[src/rtl/tx_delay_hold.sv]
module tx_delay_hold #(
  parameter int CNT_W = 16
) (
  input  logic             clk,
  input  logic             rst_n,
  input  logic             emb_en,
  input  logic             cmd_valid,
  input  logic [CNT_W-1:0] cmd_delay,
  input  logic             cmd_brk,
  input  logic             tick,
  output logic             busy,
  output logic             tx_inhibit,
  output logic             line_ovr_en,
  output logic             line_ovr_val
);

  localparam logic [CNT_W-1:0] ONE = CNT_W'(1);

  logic [CNT_W-1:0] cnt;
  logic             active;
  logic             level;

  wire take = cmd_valid & emb_en & ~active;
  wire last = active & tick & (cnt == ONE);

  always_ff @(posedge clk) begin
    if (!rst_n) begin
      cnt    <= '0;
      active <= 1'b0;
      level  <= 1'b1;
    end else if (take) begin
      cnt    <= cmd_delay;
      active <= |cmd_delay;
      level  <= ~cmd_brk;
    end else if (active && tick) begin
      cnt <= cnt - ONE;
      if (last) active <= 1'b0;
    end
  end

  assign busy         = active;
  assign tx_inhibit   = active;
  assign line_ovr_en  = active;
  assign line_ovr_val = active ? level : 1'b1;


  load_chk: assert property (@(posedge clk) disable iff (!rst_n)
    (cmd_valid && emb_en && !busy && cmd_delay != '0) |=>
      (tx_inhibit && line_ovr_en && cnt == $past(cmd_delay)));


  brk_level_chk: assert property (@(posedge clk) disable iff (!rst_n)
    (cmd_valid && emb_en && !busy && cmd_delay != '0 && cmd_brk) |=> !line_ovr_val);


  hold_level_chk: assert property (@(posedge clk) disable iff (!rst_n)
    (busy && !last) |=> (busy && $stable(line_ovr_val)));


  count_step_chk: assert property (@(posedge clk) disable iff (!rst_n)
    (busy && tick) |=> (cnt == $past(cnt) - ONE));


  count_idle_chk: assert property (@(posedge clk) disable iff (!rst_n)
    (busy && !tick) |=> $stable(cnt));


  release_chk: assert property (@(posedge clk) disable iff (!rst_n)
    (busy && tick && cnt == ONE) |=> (!tx_inhibit && !line_ovr_en && line_ovr_val));


  disabled_chk: assert property (@(posedge clk) disable iff (!rst_n)
    (!emb_en && !busy) |=> !busy);


  zero_delay_chk: assert property (@(posedge clk) disable iff (!rst_n)
    (cmd_valid && emb_en && !busy && cmd_delay == '0) |=> !tx_inhibit);


  live_count_chk: assert property (@(posedge clk) disable iff (!rst_n)
    tx_inhibit |-> (cnt != '0));

endmodule

[config.mk]
export PLATFORM = sky130hd
export DESIGN_NAME = tx_delay_hold
export DESIGN_NICKNAME = d
export VERILOG_FILES = /design/src/rtl/tx_delay_hold.sv
export SDC_FILE = /design/constraint.sdc
export NUM_CORES = 1
export LEC_CHECK = 0
export ABC_AREA = 1
export BUFFER_PORTS_ARGS = -buffer_cell sky130_fd_sc_hd__buf_4
export CELL_PAD_IN_SITES_DETAIL_PLACEMENT = 0
export CELL_PAD_IN_SITES_GLOBAL_PLACEMENT = 1
export CORE_MARGIN = 10
export CORE_UTILIZATION = 40
export DETAILED_ROUTE_END_ITERATION = 8
export PLACE_DENSITY = 0.85
export SKIP_LAST_GASP = 1
export SYNTH_ARGS = -nofsm -noshare
export SYNTH_HDL_FRONTEND = slang
export SYNTH_SLANG_ARGS = --single-unit
[constraint.sdc]
create_clock -name clk -period 2.9 [get_ports clk]
set_input_delay 0.29 -clock clk [delete_from_list [all_inputs] [get_ports clk]]
set_output_delay 0.29 -clock clk [all_outputs]
set_load 0.02 [all_outputs]
==> impl_summary.md, run 1 <==
Drt
The final wirelength is 3520 microns. The first routing iteration left 61 violations. Once detail routing completed, the nets flagged for antenna violations numbered 0.

The total DRC errors in the routed layout is 0. Summing over every cut layer, the via total after detailed routing is 1336. The average via count per standard cell is 4.81.

In the final routed layout, each cell accounts on average for 12.7 microns. The first detailed-routing pass took 4 iterations.

Critical path
The start point of the critical path is busy. The origin of the critical flop-to-flop path is busy. The startpoint type of the worst setup path is a flop.

The standard cell with the maximum stage delay on the critical path is nand2_1. The kind of cell with the highest combined delay on the critical path is simple AND/OR/NAND/NOR gates. The sum of buffers and inverters on the critical path is 2.

Walking the worst path, the cells encountered are inv_1 -> nand3_2 -> nand2_1 -> inv_1 -> nand2_1 -> o21ai_0 -> a21oi_1 -> nor2_1. The maximum fanout count along the critical path is 14. The critical path data required time is 3100 ps. The critical path is of the flop to flop type. STA classifies the critical path endpoint as a flop. The arrival time of the worst setup path is 1970 ps. The critical path's largest stage delay is 420 ps.

Synth
The cell area that synthesis handed to floorplanning was 0.00128 sq mm. Averaged over all synthesized cells, the footprint is 6.06 sq um. The post-synth net total is 236. Sequential cells were found to cover 28.0% of the synthesized design area. After technology mapping, the gate count stands at 212. The synthesized netlist contains 27 unique library cells. The most used flip-flop cell after synthesis is dfxtp_1. The Yosys warning count is 0. The synthesized design contains 18 register bits. The number of enable flip-flop cells after synthesis is 0.

The share of flip-flops with an asynchronous set or reset is 0%.

Pwr
The internal power component is 0.415 mW. The design draws 0.684 mW. In this run switching power makes up 39.4% of total power. Power spread over the standard cell area amounts to 453 mW/mm^2. The worst-case IR drop observed on VDD is 0.267 mV. For this design the static power due to leakage is 0.734 nW. The share of total power dissipated in sequential elements is 42.1%.

Summed over all nets, the switching power comes to 0.269 mW. The share of power burned in the clock network is 20.6%. The combinational cell fraction of total power is 37.3%.

Clocking
The total setup buffers inserted after CTS is 0. The maximum buffer depth of the clock tree is 2. TritonCTS built the clock tree. Clock-pin slew was measured on the worst setup and hold paths at 120 ps. CTS built an H-tree with a depth of 1. In this run the clock root is driven by a clkbuf_4. The clock sink total is 18. Counting the buffers created by CTS gives 3. For the worst-skew pair, the clock arrives at the later sink with an insertion delay of 310 ps. The number of hold buffers added after CTS is 0. After clock tree synthesis, the repair step resized 0 gates.

Final layout
Compared with the post-synthesis result, the final layout area differs by 17.5%. Summing all flip-flop and latch instances after layout gives 360 sq um. The net count reported at finish is 260.

The core occupancy in the finished layout is 49.5%. 0 antenna diodes ended up in the layout. Summing all multi-input logic gate instances after layout gives 731 sq um. The ratio of cells with drive above 1 in the final layout is 19.7%. The total of fill cells in the finished design is 345.

Place
Routability-driven placement finished with a final weighted congestion of 0.828. The number of port buffers is 25. The detailed-placement wirelength estimate is 2700 microns.

Floorplan
The row count is 20. The die is 76.7 microns wide. The floorplan step defined a core boundary enclosing 0.00305 sq mm. The floorplan step defined a die boundary enclosing 0.00588 sq mm. The initial cell density of the core is 42.1%. Pin placement for this block handled 26 I/O pins. From bottom edge to top edge, the die measures 76.7 microns.

Status
The flow ran to the end, and the final reports show no timing, DRC or antenna violations.

STA
The worst path needs 1760 ps of the cycle, external delays included. Setup repair after global routing left no endpoint under its margin. The slew at the pin closest to its max-slew limit is 555 ps. The final number of setup-violating endpoints is 0. The count of final hold-check violations was 0. The max-slew violation count is 0. The largest clock skew in the final design is 2.91 ps. Summed over all failing endpoints, the final setup total negative slack is 0 ps.

The maximum achievable frequency is 0.567 GHz. In this run the tightest slew margin relative to its limit is 62.8%. The worst path uses 60.8% of the clock period. The minimum hold slack is 159 ps.

Global route
The all-layer global routing usage is 12.1%. For this run, global-route usage on met2 was measured as 18.9%. For this run, global-route usage on met1 was measured as 15.7%.

The number of global-route vias before repair is 1281. The largest net degree at the start of global routing is 18. The overflow left after global routing is 0.

The number of antenna violations at the first check in global routing is 0. The global-route wire length before repair is 5970 microns. The layer flagged by global routing as most heavily used is met2. The routing usage on met3 is 3.96%.

Worst hold path
The path class of the tightest hold or removal check is primary input to flop. The beginning of the worst hold path is cmd_brk.

Job
The max-cap violation count is 0.
[registers in the layout, indices dropped and copies added, names as in the netlist]
register,flops
level,1
cnt,16
busy,1
[layout make-up]
class                      count  share of cell area (%)
clock buffer                   3                    1.49
timing repair buffer          25                    12.4
sequential                    18                    23.9
inverter                      41                    10.2
tap                           44                    3.65
multi-input combinational    147                    48.4
[cell usage in the layout (no fill, tap or decap)]
cell type / Yosys / routed
buf_4: 2 / 25
clkbuf_4: 0 / 3
xor2_1: 3 / 3
nor2_2: 8 / 8
nor2_1: 20 / 20
clkinv_1: 1 / 1
xnor2_1: 1 / 1
a21oi_2: 1 / 1
nand3_2: 1 / 1
a21oi_1: 12 / 12
o211ai_1: 1 / 1
o22ai_1: 7 / 7
ha_1: 2 / 2
inv_2: 1 / 1
nor2_4: 2 / 2
nand3_1: 15 / 15
nand2_2: 3 / 3
inv_1: 39 / 39
or2_2: 2 / 2
dfxtp_1: 18 / 18
o21ai_1: 2 / 2
nand2_1: 54 / 54
o21ai_0: 6 / 6
a31oi_1: 5 / 5
nand4_1: 2 / 2
[final timing paths]
check             slack [ps]  cells after the start  endpoint
setup reg to reg        1140                      8    cnt[5]
hold / removal           160                      2     level
hold reg to reg          480                      2     level
setup / recovery        1140                      8    cnt[5]
[cells in the mapped netlist, types with 2 or more instances]
cell type	count	area, sq um
or2_2	2	12.5
o22ai_1	7	43.8
buf_4	2	15.0
nor2_4	2	22.5
nand2_2	3	18.8
buf_2	2	10.0
nand3_1	15	75.1
a31oi_1	5	31.3
dfxtp_1	18	360
xor2_1	3	26.3
o21ai_0	6	30.0
nor2_1	20	75.1
nor2_2	8	50.1
nand2_1	54	203
ha_1	2	25.0
inv_1	39	146
a21oi_1	12	60.1
o21ai_1	2	10.0
nand4_1	2	12.5
[cells by family after synthesis]
group / Yosys count / synth area share (%)
buffers and inverters: 47 / 15.1
adders and majority gates: 2 / 1.95
AOI/OAI and AO/OA: 34 / 14.9
and+or+nand+nor: 107 / 37.3
xor gates and xnor gates: 4 / 2.73
DFF: 18 / 28.0
[routing by layer]
layer	wire length, microns	share of wire, %
met1	1790	51
met2	1500	43
met3	200	5.7
met4	23	0.65
met5	0	0
[power groups by stage]
stage	logic [mW]	clock network [mW]	registers, mW
2_1_floorplan	0.194	0	0.289
3_3_place_gp	0.257	0	0.294
3_5_place_dp	0.257	0	0.294
4_1_cts	0.258	0.143	0.288
5_1_grt	0.297	0.148	0.292
6_report	0.255	0.141	0.288
[per-stage QoR]
stage / cells / setup slack, ps / instance area (sq um)
2_1_floorplan: 212 / 1630 / 1280
3_3_place_gp: 275 / 1230 / 1490
3_5_place_dp: 275 / 1140 / 1490
4_1_cts: 278 / 1110 / 1510
5_1_grt: 278 / 897 / 1510
6_report: 278 / 1140 / 1510
Note: power is estimated with default switching activity, not from simulation.
==> run 2, diff against run 1 <==
--- a/config.mk
+++ b/config.mk
@@ -10,9 +10,9 @@
 export CELL_PAD_IN_SITES_DETAIL_PLACEMENT = 0
 export CELL_PAD_IN_SITES_GLOBAL_PLACEMENT = 1
 export CORE_MARGIN = 10
-export CORE_UTILIZATION = 40
+export CORE_UTILIZATION = 37
 export DETAILED_ROUTE_END_ITERATION = 8
-export PLACE_DENSITY = 0.85
+export PLACE_DENSITY = 0.8
 export SKIP_LAST_GASP = 1
 export SYNTH_ARGS = -nofsm -noshare
 export SYNTH_HDL_FRONTEND = slang
==> constraint.sdc (replaced) <==
create_clock -name clk -period 1.7 [get_ports clk]
set_input_delay 0.17 -clock clk [delete_from_list [all_inputs] [get_ports clk]]
set_output_delay 0.17 -clock clk [all_outputs]
set_load 0.02 [all_outputs]
==> impl_summary.md, run 2 (synthesis results as in run 1) <==
Critical path
The number of cells traversed by the worst register-to-register path is 8 (unchanged). The origin of the critical flop-to-flop path is busy. The worst setup path is captured at an output pin.

The critical path data required time came to 1530 ps (-1570 ps). The most critical setup path has its startpoint at busy. The destination of the critical timing path is line_ovr_val. The kind of critical path is flop to output pin.

The maximum fanout count along the critical path is 6 (-8). The reg2reg setup slack is 310 ps (-830 ps). The arrival time of the worst setup path was 1260 ps (-710 ps). In this run the critical register-to-register path is captured at cnt[7]. STA classifies the critical path startpoint as a flop.

Clocking
The maximum buffer depth of the clock tree is 2 (unchanged). The total clock buffers created by CTS is 3 (unchanged). The total setup buffers inserted after CTS is 0 (unchanged). The worst-skew pair later-pin latency is 320 ps (about the same). The number of H-tree levels is 1 (unchanged). The clock sink total is 18 (unchanged). The clock input transition at the sequential cells of the worst setup and hold paths is 130 ps (about the same). The cell chosen for the clock root is clkbuf_4.

The post-cts resize count is 0 (unchanged). The number of hold buffers added after CTS is 0 (unchanged). TritonCTS built the clock tree.

STA
The final number of setup-violating endpoints was 0 (unchanged). The final period demand of the worst path is 1430 ps. The largest clock skew in the final design was 12.8 ps (+9.89 ps).

The maximum achievable frequency is 0.700 GHz. The remaining max-slew budget at the tightest pin was 79.0% (+16 points). The setup total negative slack came to 0 ps (unchanged). In the finished design, the share of the clock period the worst path needs comes to 84.1%. The max-slew violation count came to 0 (unchanged). The slew at the pin closest to its max-slew limit came to 312 ps (-242 ps).

The slack of the critical path is 270 ps (-866 ps). Setup repair after global routing left no endpoint under its margin. The count of final hold-check violations was 0 (unchanged).

Worst hold path
The worst hold-check path type is primary input to flop.

Pwr
The worst IR drop on VDD was 0.322 mV (+20%). The total design power was 1.23 mW (+80%). The cell leakage power is 0.761 nW (+3.7%). The cell area power density is 792 mW/mm^2 (+75%).

Floorplan
The overall die area is 0.00623 sq mm (+6.0%). The row count is 21 (+5.0%). The floorplan core area is 0.00334 sq mm (+9.3%).

The horizontal die dimension was 78.9 microns (+2.9%). The overall die height is 78.9 microns (+2.9%). The initial cell density of the core is 38.5% (-3.6 points). The number of placed I/O pins is 26 (unchanged).

Final layout
The core occupancy in the finished layout is 46.6% (-2.8 points). The ratio of cells with drive above 1 in the final layout is 21.3% (+1.7 points). The number of flip-flops under the largest register name is 16 (unchanged).

The number of antenna cells inserted was 0 (unchanged). The library cell used most frequently in the layout, excluding fill and tap cells, is nand2_1. The area of the multi-input gates is 731 sq um (unchanged). The area overhead of the layout relative to synthesis is 21.1%. In the layout the commonest cells are nand2_1, inv_1, buf_4, nor2_1, dfxtp_1.

Ranked by flip-flop count, first place goes to cnt. The footprint of the flip-flops and latches is 360 sq um (unchanged). The net count reported at finish is 264 (+1.5%). The final non-filler cell area is 0.00156 sq mm (+3.1%). The total of fill cells in the finished design came to 386 (+12%).

Job
The max-cap violation count is 0 (unchanged).

Drt
The number of violations reported at the end of detailed-routing iteration 0 came to 59 (-3.3%). The final antenna-violating net count is 0 (unchanged). The total DRC errors in the routed layout is 0 (unchanged). The average via count per standard cell is 4.66 (-3.0%). The iteration count of the initial detailed-routing pass was 4 (unchanged). The final wirelength is 3570 microns (+1.6%). The overall via count from detail_route is 1328 (-0.60%). The average wire per standard cell is 12.5 microns (-0.93%). The length of routed wiring on met1 is 1740 microns (-3.1%).

The wire length on met2 is 1520 microns (+1.2%). The sum of met3 wire segment lengths after detailed routing came to 281 microns (+41%). In this run the top signal layer used is met4.

Place
The weighted congestion at the end of routability-driven global placement is 0.807 (-2.5%). The number of port buffers came to 25 (unchanged). The detailed-placement wirelength estimate came to 2850 microns (+5.6%). The pre-CTS setup slack is 350 ps (-793 ps). The post-place instance area came to 0.00152 sq mm (+2.2%).

Global route
The global-route wire length before repair is 6260 microns (+4.9%). The largest net degree at the start of global routing is 11 (-7). The number of global-route vias before repair is 1324 (+3.4%). The overflow left after global routing is 0 (unchanged). The number of antenna violations at the first check in global routing is 0 (unchanged).

The all-layer global routing usage was 12.2% (+0.17 points).

Status
The flow ran to the end, and the final reports show no timing, DRC or antenna violations.
## run 2: cell count changes in the layout (fill, tap and decap cells not counted), sizes merged
cell | before | now
clkbuf | 3 | 4
buf | 25 | 29
## run 2: worst max-delay path, stage by stage, from the launching register on
cell and delay [ps]:
dfxtp_1 430, inv_1 80, or2_2 270, buf_4 160
## run 2: through the flow
step,std cells,hold slack [ps]
2_1_floorplan,212,268
3_3_place_gp,281,365
3_5_place_dp,281,369
4_1_cts,285,27.5
5_1_grt,285,30.0
6_report,285,27.0
## run 2: report_power, final
group | internal, mW | switching (mW) | leakage (nW)
logic | 0.178 | 0.271 | 0.593
clock network | 0.131 | 0.161 | 0.0210
registers | 0.454 | 0.0380 | 0.148
total | 0.763 | 0.470 | 0.761
## run 2: area by class of cell
| cell class | count | area share (%) |
|---|---|---|
| clock buffer | 4 | 2.33 |
| tap | 46 | 3.70 |
| multi-input combinational | 147 | 46.9 |
| timing repair buffer | 29 | 14.0 |
| sequential | 18 | 23.2 |
| inverter | 41 | 9.89 |
## run 2: worst min-delay path by stage
stage / start / to / slack (ps) / cells after the start
2_1_floorplan: rst_n / cnt[2] / 270 / 2
3_3_place_gp: rst_n / cnt[2] / 370 / 3
3_5_place_dp: rst_n / cnt[2] / 370 / 3
4_1_cts: cmd_brk / level / 30 / 2
5_1_grt: cmd_brk / level / 30 / 2
6_report: cmd_brk / level / 30 / 2
## run 2: metal layers
| layer | GRT usage [%] | vias to the layer above |
|---|---|---|
| met5 | 0 | - |
| met4 | 3.58 | 0 |
| met3 | 4.17 | 4 |
| met2 | 17.8 | 27 |
| met1 | 16.6 | 584 |
| li1 | - | 713 |
